==> config.mk <==
export PLATFORM = sky130hd
export DESIGN_NAME = breath_pwm
export DESIGN_NICKNAME = d
export VERILOG_FILES = /design/src/rtl/breath_pwm.sv
export SDC_FILE = /design/constraint.sdc
export NUM_CORES = 1
export LEC_CHECK = 0
export BUFFER_PORTS_ARGS = -buffer_cell sky130_fd_sc_hd__buf_2
export CAP_MARGIN = 0
export CORE_MARGIN = 2
export CORE_UTILIZATION = 65
export DETAILED_ROUTE_END_ITERATION = 12
export PLACE_DENSITY = 0.9
export REMOVE_ABC_BUFFERS = 1
export SLEW_MARGIN = 25
export SYNTH_ARGS = -nofsm -noshare
export SYNTH_HDL_FRONTEND = slang
export SYNTH_SLANG_ARGS = --single-unit
==> constraint.sdc <==
create_clock -name clk -period 4.55 [get_ports clk]
set_clock_uncertainty 0.2 [all_clocks]
set_input_delay 0.91 -clock clk [delete_from_list [all_inputs] [get_ports clk]]
set_output_delay 0.91 -clock clk [all_outputs]
set_load 0.005 [all_outputs]
==> src/rtl/breath_pwm.sv <==
module breath_pwm #(
  parameter int              CW       = 8,
  parameter logic [CW-1:0]   DIV_RST  = 8'd255,
  parameter logic [CW-1:0]   STEP_RST = 8'd1,
  parameter logic [CW-1:0]   MAX_RST  = 8'd10,
  parameter logic [CW-1:0]   MIN_RST  = 8'd1
) (
  input  logic          clk,
  input  logic          rst_n,
  input  logic          tick,
  input  logic          pause,
  input  logic          wr_en,
  input  logic [2:0]    wr_addr,
  input  logic [CW-1:0] wr_data,
  output logic          pwm_out
);
  localparam logic [2:0] A_DIV = 3'd0, A_STEP = 3'd1, A_MAX = 3'd2, A_MIN = 3'd3, A_CTRL = 3'd4;

  logic [CW-1:0] cfg_div, cfg_step, cfg_max, cfg_min;
  logic          cfg_en, cfg_pol;
  logic [CW-1:0] act_div, act_step, act_max, act_min;
  logic [CW-1:0] pcnt, scnt, duty, duty_nx;
  logic          up, up_nx;

  wire run      = cfg_en & tick & ~pause;
  wire per_end  = (pcnt == act_div);
  wire hold_end = (scnt == act_step);

  always_comb begin
    duty_nx = duty;
    up_nx   = up;
    if (up) begin
      if (duty < act_max) begin
        duty_nx = duty + 1'b1;
        if (duty_nx >= act_max) up_nx = 1'b0;
      end else begin
        up_nx = 1'b0;
        if (duty > act_min) duty_nx = duty - 1'b1;
      end
    end else begin
      if (duty > act_min) begin
        duty_nx = duty - 1'b1;
        if (duty_nx <= act_min) up_nx = 1'b1;
      end else begin
        up_nx = 1'b1;
        if (duty < act_max) duty_nx = duty + 1'b1;
      end
    end
  end

  always_ff @(posedge clk) begin
    if (!rst_n) begin
      cfg_div  <= DIV_RST;
      cfg_step <= STEP_RST;
      cfg_max  <= MAX_RST;
      cfg_min  <= MIN_RST;
      cfg_en   <= 1'b0;
      cfg_pol  <= 1'b0;
      act_div  <= DIV_RST;
      act_step <= STEP_RST;
      act_max  <= MAX_RST;
      act_min  <= MIN_RST;
      pcnt     <= '0;
      scnt     <= '0;
      duty     <= MIN_RST;
      up       <= 1'b1;
    end else begin
      if (wr_en) begin
        case (wr_addr)
          A_DIV:   cfg_div  <= wr_data;
          A_STEP:  cfg_step <= wr_data;
          A_MAX:   cfg_max  <= wr_data;
          A_MIN:   cfg_min  <= wr_data;
          A_CTRL:  begin cfg_en <= wr_data[0]; cfg_pol <= wr_data[1]; end
          default: ;
        endcase
      end
      if (!cfg_en) begin
        pcnt     <= '0;
        scnt     <= '0;
        duty     <= cfg_min;
        up       <= 1'b1;
        act_div  <= cfg_div;
        act_step <= cfg_step;
        act_max  <= cfg_max;
        act_min  <= cfg_min;
      end else if (run) begin
        if (per_end) begin
          pcnt     <= '0;
          act_div  <= cfg_div;
          act_step <= cfg_step;
          act_max  <= cfg_max;
          act_min  <= cfg_min;
          if (hold_end) begin
            scnt <= '0;
            duty <= duty_nx;
            up   <= up_nx;
          end else begin
            scnt <= scnt + 1'b1;
          end
        end else begin
          pcnt <= pcnt + 1'b1;
        end
      end
    end
  end

  assign pwm_out = cfg_en ? ((pcnt < duty) ^ cfg_pol) : cfg_pol;
endmodule

==> flow_metrics.env <==
export IMPL_crit_required_ns=3.44
export IMPL_synth_area_top_cells="dfxtp_1, nand2_1, ha_1"
export IMPL_io_buffers=16
export IMPL_hold_violations=0
export IMPL_synth_compound_area_share_pct=14.9
export IMPL_syn2layout_area_growth_pct=7.38
export IMPL_crit_fanout=7
export IMPL_clkSinkCount=91
export IMPL_ys_ff_latch=91
export IMPL_synth_top_family_by_area="simple AND/OR/NAND/NOR gates"
export IMPL_utilization_pct=72.4
export IMPL_use_met2_pct=48.5
export IMPL_drt_pass1_iterations=6
export IMPL_synth_top_area_share_pct=37.1
export IMPL_die_x_microns=91.0
export IMPL_vdd_drop_max_uv=291
export IMPL_power_frac_comb_pct=7.6
export IMPL_numCtsBuffers=9
export IMPL_power_total_mw=1.59
export IMPL_path_clk_slew_ns=0.10
export IMPL_yosysTopAreaCell="dfxtp_1"
export IMPL_final_min_clock_period_ns=3.71
export IMPL_ios=17
export IMPL_htreeDepth=3
export IMPL_drive_above_1_share_pct=7.74
export IMPL_critPathKind="flip-flop to primary output"
export IMPL_synth_edff_count=0
export IMPL_overflow=0
export IMPL_ys_flop_type="dfxtp_1"
export IMPL_die_y_microns=91.0
export IMPL_hold_path_class="flip-flop to flip-flop"
export IMPL_end_kind="primary output"
export IMPL_grt_busiest_layer="met2"
export IMPL_yosysSeqAreaShare_pct=37.1
export IMPL_cts_root_buf="clkbuf_8"
export IMPL_post_dp_hpwl_microns=8390
export IMPL_netlist_area_sq_mm=0.00492
export IMPL_drv_slew=0
export IMPL_cts_tree="yes"
export IMPL_ys_warnings_count=0
export IMPL_fp_row_count=31
export IMPL_clockBufferDepth=2
export IMPL_place_congestion=0.895
export IMPL_wl_per_cell_microns=16.2
export IMPL_p_leak_nw=2.20
export IMPL_synthSimpleGateAreaFrac_pct=23.2
export IMPL_grt_total_usage_pct=28.7
export IMPL_clkLatencyLatePin_ns=0.38
export IMPL_grt_met3_usage_pct=4.15
export IMPL_synth_mux_area_share_pct=2.47
export IMPL_power_internal_mw=1.18
export IMPL_rsz0062_at_grt="false"
export IMPL_grt_pass1_wl_microns=19000
export IMPL_worstPathArrival_ns=2.60
export IMPL_grt_pass1_vias=4044
export IMPL_sw_frac_of_total_pct=25.8
export IMPL_slew_headroom_pct=49.1
export IMPL_antenna_found_initial=0
export IMPL_fmax_mhz=270
export IMPL_n_antenna_cell=0
export IMPL_clockPowerShare_pct=40.6
export IMPL_postRouteAntennaNets=0
export IMPL_critPathLaunchType="flip-flop"
export IMPL_finalSetupTns_ns=0
export IMPL_drt_total_wl_microns=11400
export IMPL_p_sw_uw=409
export IMPL_start_util_pct=67.4
export IMPL_grt_use_met1_pct=36.1
export IMPL_tightest_slew_ns=0.761
export IMPL_synth_avg_cell_area_sq_um=8.28
export IMPL_syn_inst=594
export IMPL_fin_crit_sh_pct=81.5
export IMPL_via_count=4169
export IMPL_design_core_area_sq_mm=0.00729
export IMPL_setup_viol_count_final=0
export IMPL_drt_initial_drc_count=240
export IMPL_drv_cap=0
export IMPL_dieArea_sq_mm=0.00827
export IMPL_drc=0
export IMPL_seqPwrFrac_pct=51.8
export IMPL_cts_setup_buffers=0
export IMPL_routed_via_density=5.91
export IMPL_post_cts_resized=0
export IMPL_cts_hold_buf=0
export IMPL_p_per_area_mw_per_mm2=301
export IMPL_outcome="finished clean"
export IMPL_async_flop_share_pct=0
export IMPL_synth_cell_types=55
export IMPL_final_nets=661
export IMPL_synth_xor_area_share_pct=7.30
export IMPL_synthAdderAreaFrac_pct=10.9
export IMPL_grt_max_degree=43
-- cells by family after synthesis --
family,after synthesis
buffers and inverters,50
adder cells (fa/ha/maj),43
XOR/XNOR,41
multiplexers,12
AND/OR/NAND/NOR,253
flip-flops,91
AO/OA/AOI/OAI,104
-- metal layers --
metal | share of wire (%) | up-vias
met1 | 44 | 1980
met3 | 4.6 | 19
met4 | 2.3 | 0
li1 | - | 2040
met5 | 0 | -
met2 | 49 | 130
-- critical path: stages, from the launching register on --
cell,delay (ns)
dfxtp_1,0.48
inv_1,0.14
ha_1,0.29
a21o_1,0.15
a21o_1,0.17
a211o_1,0.30
a311oi_1,0.32
o21ai_1,0.12
xnor2_1,0.13
buf_2,0.12
-- power by group through the flow --
stage          clock network, mW  logic (mW)  registers (mW)
2_1_floorplan                  0      0.0761           0.837
3_3_place_gp                   0       0.112           0.839
3_5_place_dp                   0       0.117           0.840
4_1_cts                    0.645       0.118           0.822
5_1_grt                    0.669       0.134           0.824
6_report                   0.645       0.120           0.822
-- layout make-up --
type                    instances  area (sq um)
multi-input cells             453          2900
inverters                      28           105
well taps                      99           124
repair buffers                 19           103
fillers                       573          2010
clock buffers                   9           124
clock inverters                 7           105
flip-flops and latches         91          1820
-- path summary, 6_finish.rpt --
path | from | end | slack, ns | cells past startpoint
worst max register to register | duty[2] | up | 1.75 | 10
worst min-delay path | act_max[4] | act_max[4] | 0.27 | 2
worst min register to register | act_max[4] | act_max[4] | 0.27 | 2
worst max-delay path | duty[1] | pwm_out | 0.84 | 9
-- cell usage in the layout (no fill, tap or decap), types with 4 or more instances in the layout --
cell type / instances
nand2_1: 147
dfxtp_1: 91
ha_1: 43
a21boi_0: 41
nand3_1: 30
inv_1: 28
xor2_1: 26
nor2_1: 25
a21oi_1: 16
buf_2: 16
xnor2_1: 15
mux2i_1: 11
a21o_1: 10
o21ai_0: 9
nand4_1: 9
clkbuf_8: 9
nor3_1: 7
nor4_1: 5
nor2b_1: 5
and3_1: 5
o211ai_1: 4
-- through the flow --
stage                     hold WS (ns)  cell area (sq um)  setup slack (ns)  instances
after floorplan                  0.238               4820              1.60        572
after global placement           0.250               5050              1.41        690
after detailed placement         0.253               5050              1.28        690
after CTS                        0.267               5280             0.856        706
after global routing             0.285               5280             0.724        706
final                            0.267               5280             0.842        706
-- Yosys cell counts, types with 4 or more instances --
cell type,n
and3_1,5
clkbuf_1,14
nor2_1,26
a21boi_0,41
nor2b_1,5
mux2i_1,11
nor3_1,7
xnor2_1,15
a21oi_1,16
nand3_1,30
dfxtp_1,91
nor4_1,5
a21o_1,10
nand4_1,9
buf_2,6
inv_1,28
xor2_1,26
o211ai_1,4
o21ai_0,9
ha_1,43
nand2_1,148
Note: power is estimated with default switching activity, not from simulation.
